$ cat src/rtl/chgdet_pkg.sv
`timescale 1ns/1ps
package chgdet_pkg;

  typedef enum logic [2:0] {
    ST_IDLE  = 3'd0,
    ST_DCD   = 3'd1,
    ST_DBAT  = 3'd2,
    ST_DIV   = 3'd3,
    ST_SHORT = 3'd4,
    ST_PROBE = 3'd5,
    ST_DONE  = 3'd6
  } det_st_e;

  localparam logic [2:0] CT_NONE   = 3'b000;
  localparam logic [2:0] CT_SDP    = 3'b001;
  localparam logic [2:0] CT_CDP    = 3'b010;
  localparam logic [2:0] CT_DCP    = 3'b011;
  localparam logic [2:0] CT_SPC_LO = 3'b100;
  localparam logic [2:0] CT_SPC_HI = 3'b101;
  localparam logic [2:0] CT_DEAD   = 3'b111;

  // Charger-enable policy, result is {ce2, ce1, ce0}
  function automatic logic [2:0] ce_policy(input logic [2:0] code,
                                           input logic cpl,
                                           input logic sus);
    logic [2:0] off;
    off = {~sus, ~sus, 1'b1};
    case (code)
      CT_SDP:                    ce_policy = cpl ? off : 3'b100;
      CT_CDP, CT_DCP, CT_SPC_HI: ce_policy = 3'b010;
      CT_SPC_LO:                 ce_policy = 3'b100;
      CT_DEAD:                   ce_policy = 3'b000;
      default:                   ce_policy = off;
    endcase
  endfunction

endpackage

$ cat src/rtl/chgdet_timer.sv
`timescale 1ns/1ps
module chgdet_timer #(
  parameter int W = 8
) (
  input  logic         clk,
  input  logic         rst_n,
  input  logic         clr,
  input  logic         tick,
  output logic [W-1:0] cnt
);

  always_ff @(posedge clk or negedge rst_n) begin
    if (!rst_n)                  cnt <= '0;
    else if (clr)                cnt <= '0;
    else if (tick && cnt != '1)  cnt <= cnt + 1'b1;
  end

  // time only moves on a tick
  p_tmr_hold_r13: assert property (@(posedge clk) disable iff (!rst_n)
    (!clr && !tick) |=> $stable(cnt));

endmodule

$ cat src/rtl/chgdet_deb.sv
`timescale 1ns/1ps
module chgdet_deb #(
  parameter int W      = 4,
  parameter int DEB_MS = 30
) (
  input  logic         clk,
  input  logic         rst_n,
  input  logic         clr,
  input  logic         tick,
  input  logic [W-1:0] val,
  output logic         done
);

  localparam int CW = $clog2(DEB_MS + 1);
  localparam logic [CW-1:0] LIM = CW'(DEB_MS);

  logic [W-1:0]  prev;
  logic [CW-1:0] cnt;

  always_ff @(posedge clk or negedge rst_n) begin
    if (!rst_n) begin
      prev <= '0;
      cnt  <= '0;
    end else begin
      prev <= val;
      if (clr || val != prev)     cnt <= '0;
      else if (tick && cnt < LIM) cnt <= cnt + 1'b1;
    end
  end

  assign done = (cnt >= LIM);

  // any change of the watched value withdraws a pending decision
  p_deb_restart_r3: assert property (@(posedge clk) disable iff (!rst_n)
    (val != $past(val)) |=> !done);

  p_deb_sat_r3: assert property (@(posedge clk) disable iff (!rst_n)
    cnt <= LIM);

endmodule

$ cat src/rtl/chgdet_ce.sv
`timescale 1ns/1ps
module chgdet_ce
  import chgdet_pkg::*;
(
  input  logic       clk,
  input  logic       rst_n,
  input  logic [2:0] code,
  input  logic       cpl,
  input  logic       sus,
  input  logic       force_en,
  input  logic [2:0] sw_val,
  output logic [2:0] ce
);

  logic [2:0] pol;

  always_comb pol = ce_policy(code, cpl, sus);

  assign ce = force_en ? sw_val : pol;

  // under override the outputs move only with the software value
  p_force_r11: assert property (@(posedge clk) disable iff (!rst_n)
    (force_en && $past(force_en) && $stable(sw_val)) |-> $stable(ce));

endmodule

$ cat src/rtl/chgdet_ctrl.sv
`timescale 1ns/1ps
module chgdet_ctrl
  import chgdet_pkg::*;
#(
  parameter int DEB_MS       = 30,
  parameter int DCD_MS       = 2000,
  parameter int SRC_SHORT_MS = 40,
  parameter int SRC_LONG_MS  = 625,
  parameter int DB_MS        = 2700000
) (
  input  logic       clk,
  input  logic       rst_n,
  input  logic       tick_ms,
  input  logic       vbus_ok,
  input  logic       det_en,
  input  logic       man_req,
  input  logic       dcd_en,
  input  logic       to_exit,
  input  logic       long_src,
  input  logic       weak_bat,
  input  logic       db_exit,
  input  logic       dcd_contact,
  input  logic [1:0] dp_band,
  input  logic [1:0] dm_band,
  input  logic       short_det,
  input  logic       port_resp,
  input  logic       sw_req,
  input  logic       usb_cpl,
  input  logic       sus_pol,
  input  logic       ce_force,
  input  logic [2:0] ce_sw,
  output logic       dcd_src_en,
  output logic       dp_src_en,
  output logic       sw_close,
  output logic       running,
  output logic       db_active,
  output logic       dcd_to,
  output logic       man_pend,
  output logic [2:0] chg_code,
  output logic [2:0] ce
);

  localparam int M1      = (DB_MS > DCD_MS) ? DB_MS : DCD_MS;
  localparam int LIM_MAX = (M1 > SRC_LONG_MS) ? M1 : SRC_LONG_MS;
  localparam int TW      = $clog2(LIM_MAX + 1);
  localparam logic [TW-1:0] T_DCD = TW'(DCD_MS);
  localparam logic [TW-1:0] T_DB  = TW'(DB_MS);
  localparam logic [TW-1:0] T_SS  = TW'(SRC_SHORT_MS);
  localparam logic [TW-1:0] T_SL  = TW'(SRC_LONG_MS);

  det_st_e       st, st_n;
  logic          entry;
  logic [TW-1:0] tmr;
  logic [3:0]    deb_val;
  logic          deb_ok;
  logic [2:0]    div_code, fin_code;
  logic [TW-1:0] src_lim;
  logic          contact_ok;

  assign entry = (st_n != st);

  chgdet_timer #(.W(TW)) u_tmr (
    .clk(clk), .rst_n(rst_n), .clr(entry), .tick(tick_ms), .cnt(tmr)
  );

  // watched comparator per step
  always_comb begin
    case (st)
      ST_IDLE:  deb_val = {3'b000, vbus_ok};
      ST_DCD:   deb_val = {3'b000, dcd_contact};
      ST_DIV:   deb_val = {dp_band, dm_band};
      ST_SHORT: deb_val = {3'b000, short_det};
      ST_PROBE: deb_val = {3'b000, port_resp};
      default:  deb_val = 4'b0000;
    endcase
  end

  chgdet_deb #(.W(4), .DEB_MS(DEB_MS)) u_deb (
    .clk(clk), .rst_n(rst_n), .clr(entry), .tick(tick_ms),
    .val(deb_val), .done(deb_ok)
  );

  // divider classification
  always_comb begin
    div_code = CT_NONE;
    if (dp_band == 2'd1) begin
      if (dm_band == 2'd1)      div_code = CT_SPC_LO;
      else if (dm_band == 2'd2) div_code = CT_SPC_HI;
    end
  end

  always_comb begin
    case (st)
      ST_DIV:   fin_code = div_code;
      ST_SHORT: fin_code = CT_DCP;
      default:  fin_code = port_resp ? CT_CDP : CT_SDP;
    endcase
  end

  assign src_lim    = long_src ? T_SL : T_SS;
  assign contact_ok = dcd_contact && deb_ok;

  always_comb begin
    st_n = st;
    if (st != ST_IDLE && !vbus_ok) begin
      st_n = ST_IDLE;
    end else begin
      case (st)
        ST_IDLE:  if (vbus_ok && deb_ok && (det_en || man_pend)) st_n = ST_DCD;
        ST_DCD:   if (!dcd_en || contact_ok || (to_exit && tmr >= T_DCD))
                    st_n = weak_bat ? ST_DBAT : ST_DIV;
        ST_DBAT:  if (db_exit || tmr >= T_DB) st_n = ST_DIV;
        ST_DIV:   if (deb_ok) st_n = (div_code != CT_NONE) ? ST_DONE : ST_SHORT;
        ST_SHORT: if (deb_ok) st_n = short_det ? ST_DONE : ST_PROBE;
        ST_PROBE: if (deb_ok && tmr >= src_lim) st_n = ST_DONE;
        ST_DONE:  if (man_req || man_pend) st_n = ST_DCD;
        default:  st_n = ST_IDLE;
      endcase
    end
  end

  always_ff @(posedge clk or negedge rst_n) begin
    if (!rst_n) begin
      st       <= ST_IDLE;
      chg_code <= CT_NONE;
      dcd_to   <= 1'b0;
      man_pend <= 1'b0;
    end else begin
      st <= st_n;
      if (entry) begin
        case (st_n)
          ST_IDLE, ST_DCD: chg_code <= CT_NONE;
          ST_DBAT:         chg_code <= CT_DEAD;
          ST_DONE:         chg_code <= fin_code;
          default:         chg_code <= chg_code;
        endcase
      end
      if (entry && st_n == ST_DCD)              dcd_to <= 1'b0;
      else if (st == ST_DCD && tmr >= T_DCD)    dcd_to <= 1'b1;
      if (man_req)                              man_pend <= 1'b1;
      else if (entry && st_n == ST_DONE)        man_pend <= 1'b0;
    end
  end

  assign running    = (st == ST_DCD) || (st == ST_DBAT) || (st == ST_DIV) ||
                      (st == ST_SHORT) || (st == ST_PROBE);
  assign dcd_src_en = (st == ST_DCD);
  assign dp_src_en  = (st == ST_PROBE);
  assign db_active  = (st == ST_DBAT);
  assign sw_close   = sw_req && !running;

  chgdet_ce u_ce (
    .clk(clk), .rst_n(rst_n), .code(chg_code), .cpl(usb_cpl), .sus(sus_pol),
    .force_en(ce_force), .sw_val(ce_sw), .ce(ce)
  );

  // loss of VBUS always lands in dormant with an empty result
  p_abort_r2: assert property (@(posedge clk) disable iff (!rst_n)
    !vbus_ok |=> (chg_code == CT_NONE && !running));

  // a probe source never coexists with a closed data switch
  p_sw_open_r4: assert property (@(posedge clk) disable iff (!rst_n)
    (dcd_src_en || dp_src_en) |-> !sw_close);

  p_src_excl_r6: assert property (@(posedge clk) disable iff (!rst_n)
    $onehot0({dcd_src_en, dp_src_en, db_active}));

  // dead-battery mode reports its own code
  p_db_code_r9: assert property (@(posedge clk) disable iff (!rst_n)
    db_active |-> chg_code == CT_DEAD);

  // the timeout flag only rises out of the contact test
  p_dcdto_r5: assert property (@(posedge clk) disable iff (!rst_n)
    $rose(dcd_to) |-> $past(st == ST_DCD));

  // reaching a result drops the manual request
  p_man_clr_r12: assert property (@(posedge clk) disable iff (!rst_n)
    ($rose(st == ST_DONE) && !$past(man_req)) |-> !man_pend);

endmodule

$ cat config.mk
export PLATFORM = sky130hd
export DESIGN_NAME = chgdet_ctrl
export DESIGN_NICKNAME = d
export VERILOG_FILES = /design/src/rtl/chgdet_pkg.sv /design/src/rtl/chgdet_timer.sv /design/src/rtl/chgdet_deb.sv /design/src/rtl/chgdet_ce.sv /design/src/rtl/chgdet_ctrl.sv
export SDC_FILE = /design/constraint.sdc
export NUM_CORES = 1
export LEC_CHECK = 0
export ABC_AREA = 1
export BUFFER_PORTS_ARGS = -buffer_cell sky130_fd_sc_hd__buf_2
export CORE_UTILIZATION = 59
export DETAILED_ROUTE_END_ITERATION = 16
export GPL_TIMING_DRIVEN = 1
export MAX_ROUTING_LAYER = met4
export PLACE_DENSITY = 0.84
export SYNTH_ARGS = -nofsm -noshare
export SYNTH_HDL_FRONTEND = slang
export SYNTH_HIERARCHICAL = 1
export SYNTH_SLANG_ARGS = --single-unit
$ cat constraint.sdc
create_clock -name clk -period 3.7 [get_ports clk]
set_input_delay 0.74 -clock clk [delete_from_list [all_inputs] [get_ports clk]]
set_output_delay 0.74 -clock clk [all_outputs]
set_load 0.01 [all_outputs]
==> results.yml <==
outcome:
  status: "complete, no violations"
worst_setup_path:
  timing.critical_path.fanout_max: 16
  criticalPathCategory: "register to register"
  cp-end-kind: "register"
  worst-endpoint-required_ns: 3.91
  slowest_stage: "dfrtp_1"
  r2r-start: "u_deb/cnt[0]"
  crit_arrival_ns: 3.28
  crit_path_start: "u_deb/cnt[0]"
  cpPeakStageDelay_ns: 0.43
  cp_common_cell: "nand2_1"
  path_cells: "inv_1, ha_1, o21a_1, inv_1, nand2_1, o211ai_1, nand3_1, a21oi_2, nand2_1, a21oi_1, nor2_2, nand3_2, clkinv_1, buf_12, nand2_4, nand2_1, o21ai_0"
  crit_path_start_kind: "register"
run:
  maxCapViolations: 0
routing:
  avgRoutedWirePerCell_um: 12.80
  routed_wl_um: 7806
  drt_pass1_iterations: 4
  route.vias.total: 3299
  vias_per_cell: 5.408
  drc: 0
  drt_iter0_drc: 190
  antenna_violating_nets_post_route: 0
layout:
  final_nets: 573
  area_growth_syn_to_layout_pct: 10.78
  seqCellArea_um2: 975.9
  multi_input_gate_area_in_the_final_layout_um2: 1968
  share_of_post_route_cells_with_drive_strength_above_1: 0.1685
  number_of_fill_cells_in_the_layout: 478
  total_inserted_antenna_cells: 0
grt:
  gr-total-overflow: 0
  global_route_met3_utilization: 0.04431
  maximum_number_of_pins_on_one_net_before_global_route_repair: 40
  grt_first_pass_wirelength_um: 13720
  groute.usage.overall: 0.2956
  first_global_vias: 3223
  grt_util_met1: 0.3734
  busiest_layer: "met2"
  antenna_violations_before_repair: 0
  use_met2: 0.4901
clock_tree:
  clkLatencyLatePin_ns: 0.29
  numCtsBuffers: 5
  clock_pin_slew_worst_setup_and_hold_paths_ns: 0.07
  post-cts-setup-buffer-count: 0
  ctsLongestPathBuffers: 2
  htreeDepth: 2
  cell_chosen_for_the_clock_root: "clkbuf_8"
  cts_tree: "built"
  cts-hold-fix-buffers: 0
  cts_repair_resize_count: 0
  clock_sinks: 39
yosys:
  netlist_area_um2: 3251
  netlist.top_cell.by_area: "dfrtp_1"
  synth_top_cell_area_share: 0.3002
  synthesis.nets: 532
  yosys_warnings: 6
  post_synth_num_cell_types: 45
  yosysSeqAreaShare: 0.3002
  synthCells: 498
  syn-mean-instance-area_um2: 6.527
  postSynthRegisterBits: 39
  leading_cell_types_by_total_area_after_synthesis: "dfrtp_1 30%, nand2_1 16%, nand3_1 8.5%"
power:
  p_leak_uw: 0.001938
  cellPowerDensity_nw_per_um2: 533.9
  irDropWorstVdd_v: 0.0003865
sta:
  fin_worst_skew_ns: 0.009678
  timing_max_transition_violations_final: 0
  timing.final.setup_violations: 0
  grt_setup_unrepaired: "false"
  final.min_clock_period_ns: 3.074
  final_worst_path_period_share: 0.8307
  timing.max_slew.rel_slack: 0.3984
  timing.fmax_ghz: 0.3254
  timing.setup.tns_ns: 0
  tightest_slew_ns: 0.9024
  timing.final.hold_violations: 0
  hold_slack_ns: 0.5496
floorplan:
  std_cell_rows: 26
  io_pins: 38
  chipHeight_um: 76.23
  floorplan.initialDensity: 0.6245
  die_w_um: 76.23
  placeableCoreArea_um2: 5205
  die-area_um2: 5810
placed_design:
  port_buf_inserts: 37
  hpwl_um: 5937
  gp_congestion: 0.9413
hold_path:
  hold_path_startpoint: "chg_code[0]"
  worstHoldPathType: "register to register"
worst paths after layout:
check | end | slack (ns) | depth (start not counted)
setup reg to reg | u_tmr/cnt[3] | 0.63 | 17
min in group asynchronous | u_tmr/cnt[13] | 0.57 | 1
hold / removal | chg_code[0] | 0.55 | 2
hold reg to reg | chg_code[0] | 0.55 | 2
max in group asynchronous | u_tmr/cnt[6] | 2.56 | 1
setup / recovery | u_tmr/cnt[3] | 0.63 | 17
per-layer routing:
metal | part of all wire | wire length (um) | vias to the layer above
met1 | 0.46 | 3573 | 1532
met5 | 0 | 0 | -
met2 | 0.48 | 3744 | 88
li1 | - | - | 1671
met3 | 0.053 | 415 | 8
met4 | 0.0095 | 74 | 0
metrics by stage:
| step | utilization | instance area, um^2 | setup slack [ns] | instances | power (uW) |
|---|---|---|---|---|---|
| CTS | 0.6918 | 3601 | 0.6462 | 610 | 1922 |
| global placement | 0.6762 | 3520 | 0.5459 | 602 | 1612 |
| floorplan | - | 3251 | 0.8097 | 498 | 1319 |
| global route | 0.6918 | 3601 | 0.3052 | 610 | 2078 |
| finish | 0.6918 | 3601 | 0.6265 | 610 | 1922 |
| detailed placement | 0.6762 | 3520 | 0.4236 | 602 | 1642 |
critical path: cells and delay by family, from the launching register on:
family	cells	cell delay [ns]
AOI/OAI and AO/OA	5	0.84
adders and majority gates	1	0.19
buffers and inverters	4	0.86
DFF	1	0.43
and+or+nand+nor	7	0.67
placed cells by master, fill, tap and decap left out, types with 3 or more instances in the layout:
cell type,n
nor2_4,4
dfrtp_1,39
xor2_1,9
ha_1,9
inv_1,64
nand4_1,9
a21oi_2,3
nand2_4,4
nand2_2,10
nand3_2,3
nand3b_1,5
o21ai_0,12
buf_2,37
nor2_2,4
inv_2,6
a21oi_1,14
nor2_1,72
nand2_1,138
nand3_1,55
clkbuf_8,5
nor3_1,5
power by group:
part / internal [uW] / switching [uW]
Sequential: 483 / 74.7
Combinational: 365 / 718
Clock: 132 / 149
Total: 981 / 942
kinds of logic (layout without fill, tap and decap cells):
kind of cell             Yosys count  in the layout  synth area share
AO/OA/AOI/OAI                     45             45           0.09008
XOR/XNOR                          10             10           0.02926
adder cells (fa/ha/maj)            9              9           0.03464
buffers and inverters             78            120           0.09430
flip-flops                        39             39            0.3002
AND/OR/NAND/NOR                  317            317            0.4515
cell usage after synthesis (all sizes together):
library cell,instances
a21oi,18
o21a,1
nand3,58
a22oi,1
o211ai,2
dfrtp,39
o2111ai,1
or2,2
nand4,10
a21o,1
inv,70
nand2,152
nor4,1
xor2,10
clkbuf,2
nand3b,5
nor3b,1
o21bai,2
o311ai,1
clkinv,3
a21boi,1
nor3,8
o21ai,15
nor2,80
buf,3
o22ai,2
ha,9
flip-flops by register name (all words and copies together), names as in the netlist:
| name | flops |
|---|---|
| chg_code | 3 |
| u_tmr/cnt | 22 |
| st | 3 |
| u_deb/cnt | 5 |
| dcd_to | 1 |
| u_deb/prev | 4 |
| man_pend | 1 |
area by class of cell:
type / instances / area share
sequential: 39 / 0.2710
tap: 70 / 0.02432
clock inverter: 1 / 0.001390
inverter: 73 / 0.07644
multi-input combinational: 381 / 0.5466
timing repair buffer: 39 / 0.05907
clock buffer: 7 / 0.02120
(Power assumes the default switching activity.)
